### config.mk
export PLATFORM = sky130hd
export DESIGN_NAME = msi_trigger
export DESIGN_NICKNAME = d
export VERILOG_FILES = /design/src/rtl/msi_trig_pkg.sv /design/src/rtl/msi_level_qualifier.sv /design/src/rtl/msi_send_ctrl.sv /design/src/rtl/msi_payload_hold.sv /design/src/rtl/msi_trigger.sv
export SDC_FILE = /design/constraint.sdc
export NUM_CORES = 1
export LEC_CHECK = 0
export BUFFER_PORTS_ARGS = -buffer_cell sky130_fd_sc_hd__buf_2
export CORE_UTILIZATION = 30
export CTS_BUF_LIST = sky130_fd_sc_hd__clkbuf_8 sky130_fd_sc_hd__clkbuf_16
export CTS_CLUSTER_SIZE = 14
export DETAILED_ROUTE_END_ITERATION = 10
export PLACE_DENSITY_LB_ADDON = 0.12
export REMOVE_ABC_BUFFERS = 1
export SLEW_MARGIN = 20
export SYNTH_ARGS = -nofsm -noshare
export SYNTH_HDL_FRONTEND = slang
export SYNTH_SLANG_ARGS = --single-unit
### constraint.sdc
create_clock -name clk -period 2.07 [get_ports clk]
set_input_delay 0.207 -clock clk [delete_from_list [all_inputs] [get_ports clk]]
set_output_delay 0.207 -clock clk [all_outputs]
set_load 0.02 [all_outputs]
### src/rtl/msi_trig_pkg.sv
package msi_trig_pkg;

    localparam int DEF_MIN_HIGH = 2;
    localparam int DEF_ADDR_W   = 64;
    localparam int DEF_DATA_W   = 32;

    typedef enum logic [1:0] {
        ST_IDLE     = 2'd0,
        ST_BUSY     = 2'd1,
        ST_WAIT_LOW = 2'd2
    } trig_state_e;

    typedef struct packed {
        logic qualified;
        logic enabled;
    } qual_evt_t;

    // where to go once the generator has taken the message
    function automatic trig_state_e state_after_ack(input logic lvl);
        return lvl ? ST_WAIT_LOW : ST_IDLE;
    endfunction

endpackage

### src/rtl/msi_level_qualifier.sv
module msi_level_qualifier #(
    parameter int MIN_HIGH = 2
) (
    input  logic clk,
    input  logic rst,
    input  logic arm_i,
    input  logic lvl_i,
    output logic qualified_o
);
    localparam int CNT_W = (MIN_HIGH > 1) ? $clog2(MIN_HIGH) : 1;
    localparam logic [CNT_W-1:0] LAST = CNT_W'(MIN_HIGH - 1);

    logic [CNT_W-1:0] run_q;

    always_ff @(posedge clk) begin
        if (rst) begin
            run_q <= '0;
        end else if (arm_i && lvl_i) begin
            if (run_q != LAST)
                run_q <= run_q + 1'b1;
        end else begin
            run_q <= '0;
        end
    end

    assign qualified_o = arm_i && lvl_i && (run_q >= LAST);

endmodule

### src/rtl/msi_send_ctrl.sv
module msi_send_ctrl
    import msi_trig_pkg::*;
(
    input  logic      clk,
    input  logic      rst,
    input  qual_evt_t evt_i,
    input  logic      lvl_i,
    input  logic      ack_i,
    output logic      send_o,
    output logic      capture_o,
    output logic      idle_o,
    output logic      busy_o
);
    trig_state_e state_q;

    assign idle_o    = (state_q == ST_IDLE);
    assign busy_o    = (state_q == ST_BUSY);
    assign capture_o = idle_o && evt_i.qualified && evt_i.enabled;

    always_ff @(posedge clk) begin
        if (rst) begin
            state_q <= ST_IDLE;
            send_o  <= 1'b0;
        end else begin
            send_o <= 1'b0;
            unique case (state_q)
                ST_IDLE: begin
                    if (evt_i.qualified) begin
                        if (evt_i.enabled) begin
                            send_o  <= 1'b1;
                            state_q <= ST_BUSY;
                        end else begin
                            state_q <= ST_WAIT_LOW;
                        end
                    end
                end
                ST_BUSY: begin
                    if (ack_i)
                        state_q <= state_after_ack(lvl_i);
                end
                ST_WAIT_LOW: begin
                    if (!lvl_i)
                        state_q <= ST_IDLE;
                end
                default: state_q <= ST_IDLE;
            endcase
        end
    end

endmodule

### src/rtl/msi_payload_hold.sv
module msi_payload_hold #(
    parameter int ADDR_W = 64,
    parameter int DATA_W = 32
) (
    input  logic              clk,
    input  logic              rst,
    input  logic              capture_i,
    input  logic [ADDR_W-1:0] addr_i,
    input  logic [DATA_W-1:0] data_i,
    output logic [ADDR_W-1:0] addr_o,
    output logic [DATA_W-1:0] data_o
);
    always_ff @(posedge clk) begin
        if (rst) begin
            addr_o <= '0;
            data_o <= '0;
        end else if (capture_i) begin
            addr_o <= addr_i;
            data_o <= data_i;
        end
    end

endmodule

### src/rtl/msi_trigger.sv
module msi_trigger
    import msi_trig_pkg::*;
#(
    parameter int MIN_HIGH = DEF_MIN_HIGH,
    parameter int ADDR_W   = DEF_ADDR_W,
    parameter int DATA_W   = DEF_DATA_W
) (
    input  logic              clk,
    input  logic              rst,
    input  logic              ep_mode_i,
    input  logic              msi_req_i,
    input  logic              cfg_msi_en_i,
    input  logic [ADDR_W-1:0] cfg_msi_addr_i,
    input  logic [DATA_W-1:0] cfg_msi_data_i,
    input  logic              msi_ack_i,
    output logic              msi_send_o,
    output logic [ADDR_W-1:0] msi_addr_o,
    output logic [DATA_W-1:0] msi_data_o,
    output logic              msi_busy_o
);
    logic      idle;
    logic      qualified;
    logic      capture;
    qual_evt_t evt;

    msi_level_qualifier #(.MIN_HIGH(MIN_HIGH)) qual_i (
        .clk         (clk),
        .rst         (rst),
        .arm_i       (idle && ep_mode_i),
        .lvl_i       (msi_req_i),
        .qualified_o (qualified)
    );

    assign evt.qualified = qualified;
    assign evt.enabled   = cfg_msi_en_i;

    msi_send_ctrl ctrl_i (
        .clk       (clk),
        .rst       (rst),
        .evt_i     (evt),
        .lvl_i     (msi_req_i),
        .ack_i     (msi_ack_i),
        .send_o    (msi_send_o),
        .capture_o (capture),
        .idle_o    (idle),
        .busy_o    (msi_busy_o)
    );

    msi_payload_hold #(.ADDR_W(ADDR_W), .DATA_W(DATA_W)) hold_i (
        .clk       (clk),
        .rst       (rst),
        .capture_i (capture),
        .addr_i    (cfg_msi_addr_i),
        .data_i    (cfg_msi_data_i),
        .addr_o    (msi_addr_o),
        .data_o    (msi_data_o)
    );

endmodule

==> results of run 1 <==
==> area by class of cell <==
| cell class | count | area [sq um] | area share (%) |
|---|---|---|---|
| clock inverters | 5 | 51.3 | 0.874 |
| well taps | 184 | 230 | 3.92 |
| clock buffers | 11 | 253 | 4.31 |
| flip-flops and latches | 100 | 2000 | 34.1 |
| multi-input cells | 301 | 2250 | 38.4 |
| repair buffers | 205 | 1080 | 18.4 |
==> cells by family after synthesis <==
group | count (synthesis) | share of synthesized area [%]
mux | 96 | 21.6
compound gates | 3 | 0.337
buf+inv | 32 | 4.47
flops | 100 | 45.0
simple gates | 202 | 28.6
==> metrics by stage <==
stage / instance area [sq um] / power [mW] / cells / utilization (%) / worst slack [ns]
detailed placement: 5560 / 2.30 / 790 / 38.4 / 0.408
global route: 5870 / 4.15 / 806 / 40.5 / 0.260
floorplan: 4250 / 2.13 / 401 / - / 0.0365
CTS: 5870 / 4.04 / 806 / 40.5 / 0.388
finish: 5870 / 3.96 / 806 / 40.5 / 0.409
global placement: 5560 / 2.29 / 790 / 38.4 / 0.433
==> worst register-to-register path, cell delays in order, from the launching register on <==
cell,delay (ns)
dfxtp_1,0.33
and4bb_1,0.32
and3_4,0.41
buf_4,0.32
mux2i_1,0.21
==> final timing paths <==
path | slack (ns) | endpoint | cells after the start | startpoint
setup / recovery | 0.41 | hold_i.addr_o[2] | 4 | ctrl_i.state_q[0]
hold / removal | 0.12 | hold_i.addr_o[28] | 3 | cfg_msi_addr_i[28]
setup reg to reg | 0.41 | hold_i.addr_o[2] | 4 | ctrl_i.state_q[0]
hold reg to reg | 0.47 | hold_i.data_o[24] | 2 | hold_i.data_o[24]
==> sequential cells by signal, indices dropped and copies added (netlist names) <==
signal          cells
hold_i.addr_o      64
hold_i.data_o      32
ctrl_i.state_q      2
ctrl_i.send_o       1
qual_i.run_q        1
==> power groups by stage <==
stage | Clock, mW | Sequential (mW) | Combinational [mW]
after floorplan | 0 | 2.01 | 0.125
after global placement | 0 | 1.99 | 0.298
after detailed placement | 0 | 1.99 | 0.306
after CTS | 1.79 | 1.94 | 0.307
after global routing | 1.86 | 1.95 | 0.336
final | 1.72 | 1.95 | 0.302
==> placed cells by master (no fill, tap or decap), drive strengths merged <==
master,synthesis,routed
o21ai,1,1
clkbuf,21,11
and4bb,1,1
buf,11,205
nor2,1,1
clkinvlp,0,1
nor2b,3,3
a21oi,2,2
mux2i,96,96
nand3b,1,1
nand2b,193,193
inv,0,1
nand3,1,1
bufinv,0,1
and3b,1,1
clkinv,0,2
and3,1,1
dfxtp,100,100
==> routing by layer <==
layer | vias up | GRT usage, % | share of wire (%) | wire length [um]
li1 | 1761 | - | - | -
met1 | 1512 | 15.4 | 45 | 4490
met2 | 126 | 18.9 | 43 | 4250
met3 | 12 | 4.76 | 10 | 1040
met4 | 0 | 5.65 | 1.5 | 150
met5 | - | 0 | 0 | 0
==> results.yml, run 1 <==
flow_run:
  cap_violations: 0
timing:
  timing.fmax_mhz: 602
  setup_tns_ns: 0
  hold_viol_final: 0
  finalClockSkew_ns: 0.00525
  grt_setup_unrepaired: "false"
  slew_headroom_pct: 62.1
  worst_hold_slack_ns: 0.119
  tightest_slew_ns: 0.569
  setup_viol: 0
  finalCritPeriodShare_pct: 80.3
  report.final.slew_viol_count: 0
  min_period_ns: 1.66
routing:
  ant_nets: 0
  vias_per_cell: 4.23
  routed_wirelength_mm: 9.93
  routedWlPerCell_um: 12.3
  remaining_drc_errors: 0
  vias: 3411
  drt_iter0_markers: 132
  dr.pass1.iters: 4
synth:
  ys_ff_latch: 100
  ys_seq_area_share_pct: 45.0
  synthCells: 433
  syn-cell-area_sq_um: 4450
  yosysTopAreaCell: "dfxtp_1"
  yosysWarningCount: 0
  async_reset_ff_share_pct: 0
  synth_most_common_cell: "nand2b_1"
  synthTopCellsByArea: "dfxtp_1, nand2b_1, mux2i_1, clkbuf_1, buf_8"
  synth-edff-count: 0
  yosys.area.top_type_share_pct: 45.0
  synth_ff_type: "dfxtp_1"
  synth_commonest_cells: "nand2b_1, dfxtp_1, mux2i_1, clkbuf_1, buf_4"
  ys_types: 16
  synth_area_per_cell_sq_um: 10.3
layout:
  layout-drive-gt1-share_pct: 35.5
  areaGrowthSynthToFinish_pct: 31.8
  n_fill_cell: 1476
  antennaDiodeCount: 0
  nNetsFinal: 719
die:
  start_util_pct: 30.7
  core-area_sq_um: 14500
  rows: 44
  die_x_um: 124
  pin_count: 200
  dieHeight_um: 124
  die-area_sq_um: 15300
placement:
  hpwl_mm: 6.86
  numPortBuffers: 199
  place_congestion: 0.684
clock_network:
  cts_tree: "yes"
  cts.htree.levels: 3
  clk_latency_ns: 0.34
  cts_max_path_buffers: 2
  ctsResizeCount: 0
  clk_pin_slew_ns: 0.07
  cts_root_buf: "clkbuf_16"
  numCtsBuffers: 9
  cts.sinks: 100
  postCtsHoldBufs: 0
  cts_setup_buffers: 0
power_and_ir_drop:
  netSwitchingFraction_pct: 21.6
  clockPowerShare_pct: 43.3
  leakage_nw: 2.53
  p_comb_share_pct: 7.6
  worst_ir_drop_vdd_mv: 0.414
  power.internal_mw: 3.11
  power.switching_mw: 0.858
  p_seq_share_pct: 49.1
  power.density_nw_per_um2: 675
global_routing:
  grt_pass1_vias: 3057
  grtUsageTotal_pct: 12.4
  antenna_found_initial: 0
  grt_max_degree: 197
  grt_pass1_wl_mm: 14.6
  grt_overflow_total: 0
setup_path:
  setup.worst_path.start_class: "register"
  required_ns: 2.34
  slowest_delay_ns: 0.41
  path_max_fanout: 16
  critPathTopFamily: "simple AND/OR/NAND/NOR gates"
  crit_arrival_ns: 1.93
  end_kind: "register"
  path_cells: "and4bb_1 -> and3_4 -> buf_4 -> mux2i_1"
  cp.buffers_inverters: 1
  cp_slowest_cell: "and3_4"
  critPathKind: "register to register"
run_status:
  outcome: "finished clean"
min_path:
  hold_path.class: "input port to register"
(Power assumes the default switching activity.)
==> inputs of run 2 (changes only) <==
ABC_AREA = 1   (was default)
clock period = 1.6 ns   (was 2.07 ns; I/O delays follow)
==> results.yml, run 2 <==
clock_network:
  clk_pin_slew_ns: 0.07
  clk_latency_ns: 0.35
  cts.sinks: 100
  cts_setup_buffers: 0
  postCtsHoldBufs: 0
  ctsResizeCount: 0
  cts_max_path_buffers: 2
  cts.htree.levels: 3
  cts_tree: "yes"
  numCtsBuffers: 9
  cts_root_buf: "clkbuf_16"
power_and_ir_drop:
  clockPowerShare_pct: 45.7
  p_comb_share_pct: 6.3
  leakage_nw: 3.42
  power_mw: 5.30
  p_seq_share_pct: 47.9
  netSwitchingFraction_pct: 22.0
  worst_ir_drop_vdd_mv: 0.382
  power.internal_mw: 4.13
  power.switching_mw: 1.17
  power.density_nw_per_um2: 954
die:
  dieHeight_um: 119
  core-area_sq_um: 13300
  die_x_um: 119
  die-area_sq_um: 14100
  rows: 42
  start_util_pct: 30.8
  pin_count: 200
routing:
  remaining_drc_errors: 0
  wl_met3_um: 704
  met1_length_mm: 4.34
  routed_wirelength_mm: 9.82
  top_layer_used: "met4"
  dr.pass1.iters: 4
  vias: 3920
  routedWlPerCell_um: 9.85
  vias_per_cell: 3.93
  dr_wl_met2_mm: 4.55
  ant_nets: 0
  drt_iter0_markers: 148
timing:
  finalCritPeriodShare_pct: 86.6
  timing.fmax_mhz: 722
  setup_viol: 0
  tightest_slew_ns: 0.470
  grt_setup_unrepaired: "false"
  hold_viol_final: 0
  finalClockSkew_ns: 0.00825
  fin_ws_ns: 0.214
  slew_headroom_pct: 68.7
  report.final.slew_viol_count: 0
  min_period_ns: 1.39
synth:
  syn-cell-area_sq_um: 4100
  ys_types: 14
  synth-edff-count: 0
  yosysTopAreaCell: "dfxtp_1"
  async_reset_ff_share_pct: 0
  synthTopCellsByArea: "dfxtp_1, nand2_1, nor2_1, inv_1, buf_6"
  yosysWarningCount: 0
  ys_seq_area_share_pct: 48.9
  yosys.area.top_type_share_pct: 48.9
  synth_ff_type: "dfxtp_1"
  ys_ff_latch: 100
  synth_most_common_cell: "nand2_1"
  synth_area_per_cell_sq_um: 6.47
  synth_commonest_cells: "nand2_1, nor2_1, inv_1, dfxtp_1, clkbuf_1"
  synthCells: 633
placement:
  hpwl_mm: 6.76
  numPortBuffers: 199
  place_congestion: 0.717
  placed_area_sq_um: 5210
  place_worst_setup_slack_ns: 0.240
layout:
  layout_common_cells: "buf_2, nand2_1, nor2_1"
  postLayoutCellArea_sq_um: 5550
  n_fill_cell: 1427
  areaGrowthSynthToFinish_pct: 35.4
  final_common_cell: "buf_2"
  nNetsFinal: 918
  largest_reg_flops: 64
  regMostFlops: "hold_i.addr_o"
  top_regs: "hold_i.addr_o (64), hold_i.data_o (32), ctrl_i.state_q (2)"
  layout-drive-gt1-share_pct: 27.0
  antennaDiodeCount: 0
global_routing:
  antenna_found_initial: 0
  grtUsageTotal_pct: 14.1
  grt_max_degree: 111
  grt_overflow_total: 0
  grt_pass1_vias: 3519
  grt_pass1_wl_mm: 16.0
setup_path:
  crit_arrival_ns: 1.62
  path_max_fanout: 110
  setup.worst_path.start_class: "register"
  required_ns: 1.84
  critPathKind: "register to register"
  end_kind: "register"
run_status:
  outcome: "finished clean"
flow_run:
  cap_violations: 0
min_path:
  hold_path.class: "input port to register"
## run 2: worst paths after layout
path	endpoint	startpoint	cells past startpoint	slack [ns]
max	hold_i.data_o[7]	ctrl_i.state_q[1]	6	0.21
min	hold_i.data_o[8]	cfg_msi_data_i[8]	3	0.03
max reg2reg	hold_i.data_o[7]	ctrl_i.state_q[1]	6	0.21
min reg2reg	hold_i.addr_o[9]	hold_i.addr_o[9]	4	0.51
## run 2: kinds of logic (layout without fill, tap and decap cells)
logic type | count (synthesis) | after routing | synth area share, %
AO/OA/AOI/OAI | 3 | 3 | 0.366
buffers and inverters | 134 | 322 | 14.1
AND/OR/NAND/NOR | 396 | 396 | 36.7
flip-flops | 100 | 100 | 48.9
## run 2: stage by stage
step	hold slack [ns]	cells	utilization (%)	setup TNS (ns)
floorplan	0.229	602	-	-197.50
global placement	0.382	981	39.2	0
detailed placement	0.387	981	39.2	0
CTS	0.0163	997	41.7	0
global route	0.0244	997	41.7	0
finish	0.0316	997	41.7	0
## run 2: area by class of cell
| cell class | instances | area, sq um | area share [%] |
|---|---|---|---|
| repair buffers | 203 | 1080 | 19.4 |
| inverters | 103 | 387 | 6.97 |
| multi-input cells | 399 | 1530 | 27.5 |
| well taps | 176 | 220 | 3.97 |
| flip-flops and latches | 100 | 2000 | 36.1 |
| clock inverters | 5 | 83.8 | 1.51 |
| clock buffers | 11 | 253 | 4.55 |
## run 2: per-layer routing
metal / up-vias / track usage, %
li1: 2150 / -
met5: - / 0
met1: 1646 / 16.7
met4: 0 / 7.36
met3: 13 / 4.31
met2: 111 / 22.9
## run 2: worst max-delay path, cell delays in order, from the launching register on
cell	delay, ns
dfxtp_1	0.41
nor2_2	0.09
nand4_4	0.12
buf_12	0.34
nand2_1	0.10
nand2_1	0.09
nor2_1	0.04
## run 2: power groups by stage
stage / logic (mW) / registers [mW] / clock network (mW)
global route: 0.375 / 2.54 / 2.61
floorplan: 0.107 / 2.63 / 0
detailed placement: 0.340 / 2.60 / 0
finish: 0.336 / 2.54 / 2.42
global placement: 0.335 / 2.59 / 0
CTS: 0.341 / 2.54 / 2.51
==> inputs of run 3 (changes only) <==
GPL_TIMING_DRIVEN = 0   (was default)
==> results.yml, run 3 (synthesized netlist as in run 2, its figures left out) <==
run_status:
  outcome: "finished clean"
timing:
  setup_viol: 0
  slew_headroom_pct: 51.8
  min_period_ns: 1.45
  hold_viol_final: 0
  finalCritPeriodShare_pct: 90.6
  grt_setup_unrepaired: "false"
  setup_tns_ns: 0
  timing.fmax_mhz: 690
  fin_ws_ns: 0.150
  finalClockSkew_ns: 0.00495
  worst_hold_slack_ns: 0.0323
  tightest_slew_ns: 0.723
  report.final.slew_viol_count: 0
die:
  start_util_pct: 30.8
  die-area_sq_um: 14100
  dieHeight_um: 119
  core-area_sq_um: 13300
  pin_count: 200
  die_x_um: 119
  rows: 42
global_routing:
  grt_overflow_total: 0
  grt_max_degree: 97
  antenna_found_initial: 0
  grtUsageTotal_pct: 14.6
  grt_pass1_vias: 3648
  grt_pass1_wl_mm: 16.5
layout:
  top_regs: "hold_i.addr_o (64), hold_i.data_o (32), ctrl_i.state_q (2)"
  postLayoutCellArea_sq_um: 5540
  antennaDiodeCount: 0
  layout-drive-gt1-share_pct: 27.0
  largest_reg_flops: 64
  areaGrowthSynthToFinish_pct: 35.2
  nNetsFinal: 921
  final_util_pct: 41.7
  layout_common_cells: "buf_2, nand2_1, nor2_1"
  regMostFlops: "hold_i.addr_o"
  final_common_cell: "buf_2"
setup_path:
  slowest_delay_ns: 0.37
  cp_slowest_cell: "dfxtp_1"
  r2r_slack_ns: 0.15
  crit_arrival_ns: 1.68
  path_max_fanout: 49
  setup.worst_path.start_class: "register"
  critPathTopFamily: "simple AND/OR/NAND/NOR gates"
  critPathKind: "register to register"
  crit_top_cell: "nor2_1"
  path_cells: "nor2_4 -> nand4_4 -> buf_12 -> clkbuf_16 -> nor2_1 -> nor2_1"
  end_kind: "register"
  cp.buffers_inverters: 2
  required_ns: 1.83
clock_network:
  cts_max_path_buffers: 2
  cts_tree: "yes"
  cts.sinks: 100
  numCtsBuffers: 9
  cts_root_buf: "clkbuf_16"
  clk_pin_slew_ns: 0.06
  clk_latency_ns: 0.34
  cts.htree.levels: 3
power_and_ir_drop:
  worst_ir_drop_vdd_mv: 0.380
  leakage_nw: 3.42
  power.density_nw_per_um2: 882
routing:
  vias: 3954
  dr.pass1.iters: 6
  remaining_drc_errors: 0
  ant_nets: 0
  routed_wirelength_mm: 10.1
  routedWlPerCell_um: 10.2
  vias_per_cell: 3.96
  drt_iter0_markers: 138
placement:
  place_congestion: 0.750
  numPortBuffers: 199
  hpwl_mm: 6.51
  placed_area_sq_um: 5200
  place_worst_setup_slack_ns: -0.367
min_path:
  hold_path.class: "input port to register"
flow_run:
  cap_violations: 0
[run 3: layout make-up]
cell class / instances / area, sq um
fillers: 1419 / 7750
inverters: 103 / 392
multi-input cells: 400 / 1550
flip-flops and latches: 100 / 2000
repair buffers: 205 / 1100
clock buffers: 11 / 253
well taps: 176 / 220
clock inverters: 4 / 17.5
[run 3: timing repair]
action | 4_1_cts | 5_1_grt
resized for setup | 0 | 3
cloned | 1 | 1
hold buffers | 0 | 0
pin swaps | 1 | 0
buffers inserted | 2 | 0
setup endpoints to repair | 80 | 39
[run 3: stage by stage]
stage / cells / power [mW]
2_1_floorplan: 602 / 2.74
3_3_place_gp: 977 / 2.92
3_5_place_dp: 980 / 2.92
4_1_cts: 998 / 4.99
5_1_grt: 999 / 5.10
6_report: 999 / 4.89
[run 3: worst register-to-register path: cells and delay by family (launching register included)]
family	cells	cell delay, ns
DFF	1	0.37
and+or+nand+nor	4	0.52
buffers and inverters	2	0.46
[run 3: path summary, 6_finish.rpt]
kind                       from                end  cells after the start
min reg2reg   hold_i.data_o[11]  hold_i.data_o[11]                      4
max           ctrl_i.state_q[1]  hold_i.data_o[16]                      6
max reg2reg   ctrl_i.state_q[1]  hold_i.data_o[16]                      6
min          cfg_msi_addr_i[25]  hold_i.addr_o[25]                      3
[run 3: routing by layer]
layer / up-vias / wire, um / track usage (%)
met1: 1675 / 4250 / 16.3
li1: 2161 / - / -
met5: - / 0 / 0
met2: 105 / 4990 / 25.0
met4: 0 / 210 / 7.36
met3: 13 / 693 / 4.55
[run 3: report_power, final]
| part | internal (mW) | total [mW] | switching [mW] |
|---|---|---|---|
| sequential | 2.52 | 2.54 | 0.0174 |
| clock | 1.11 | 2.02 | 0.902 |
| combinational | 0.143 | 0.329 | 0.186 |
| total | 3.78 | 4.89 | 1.11 |
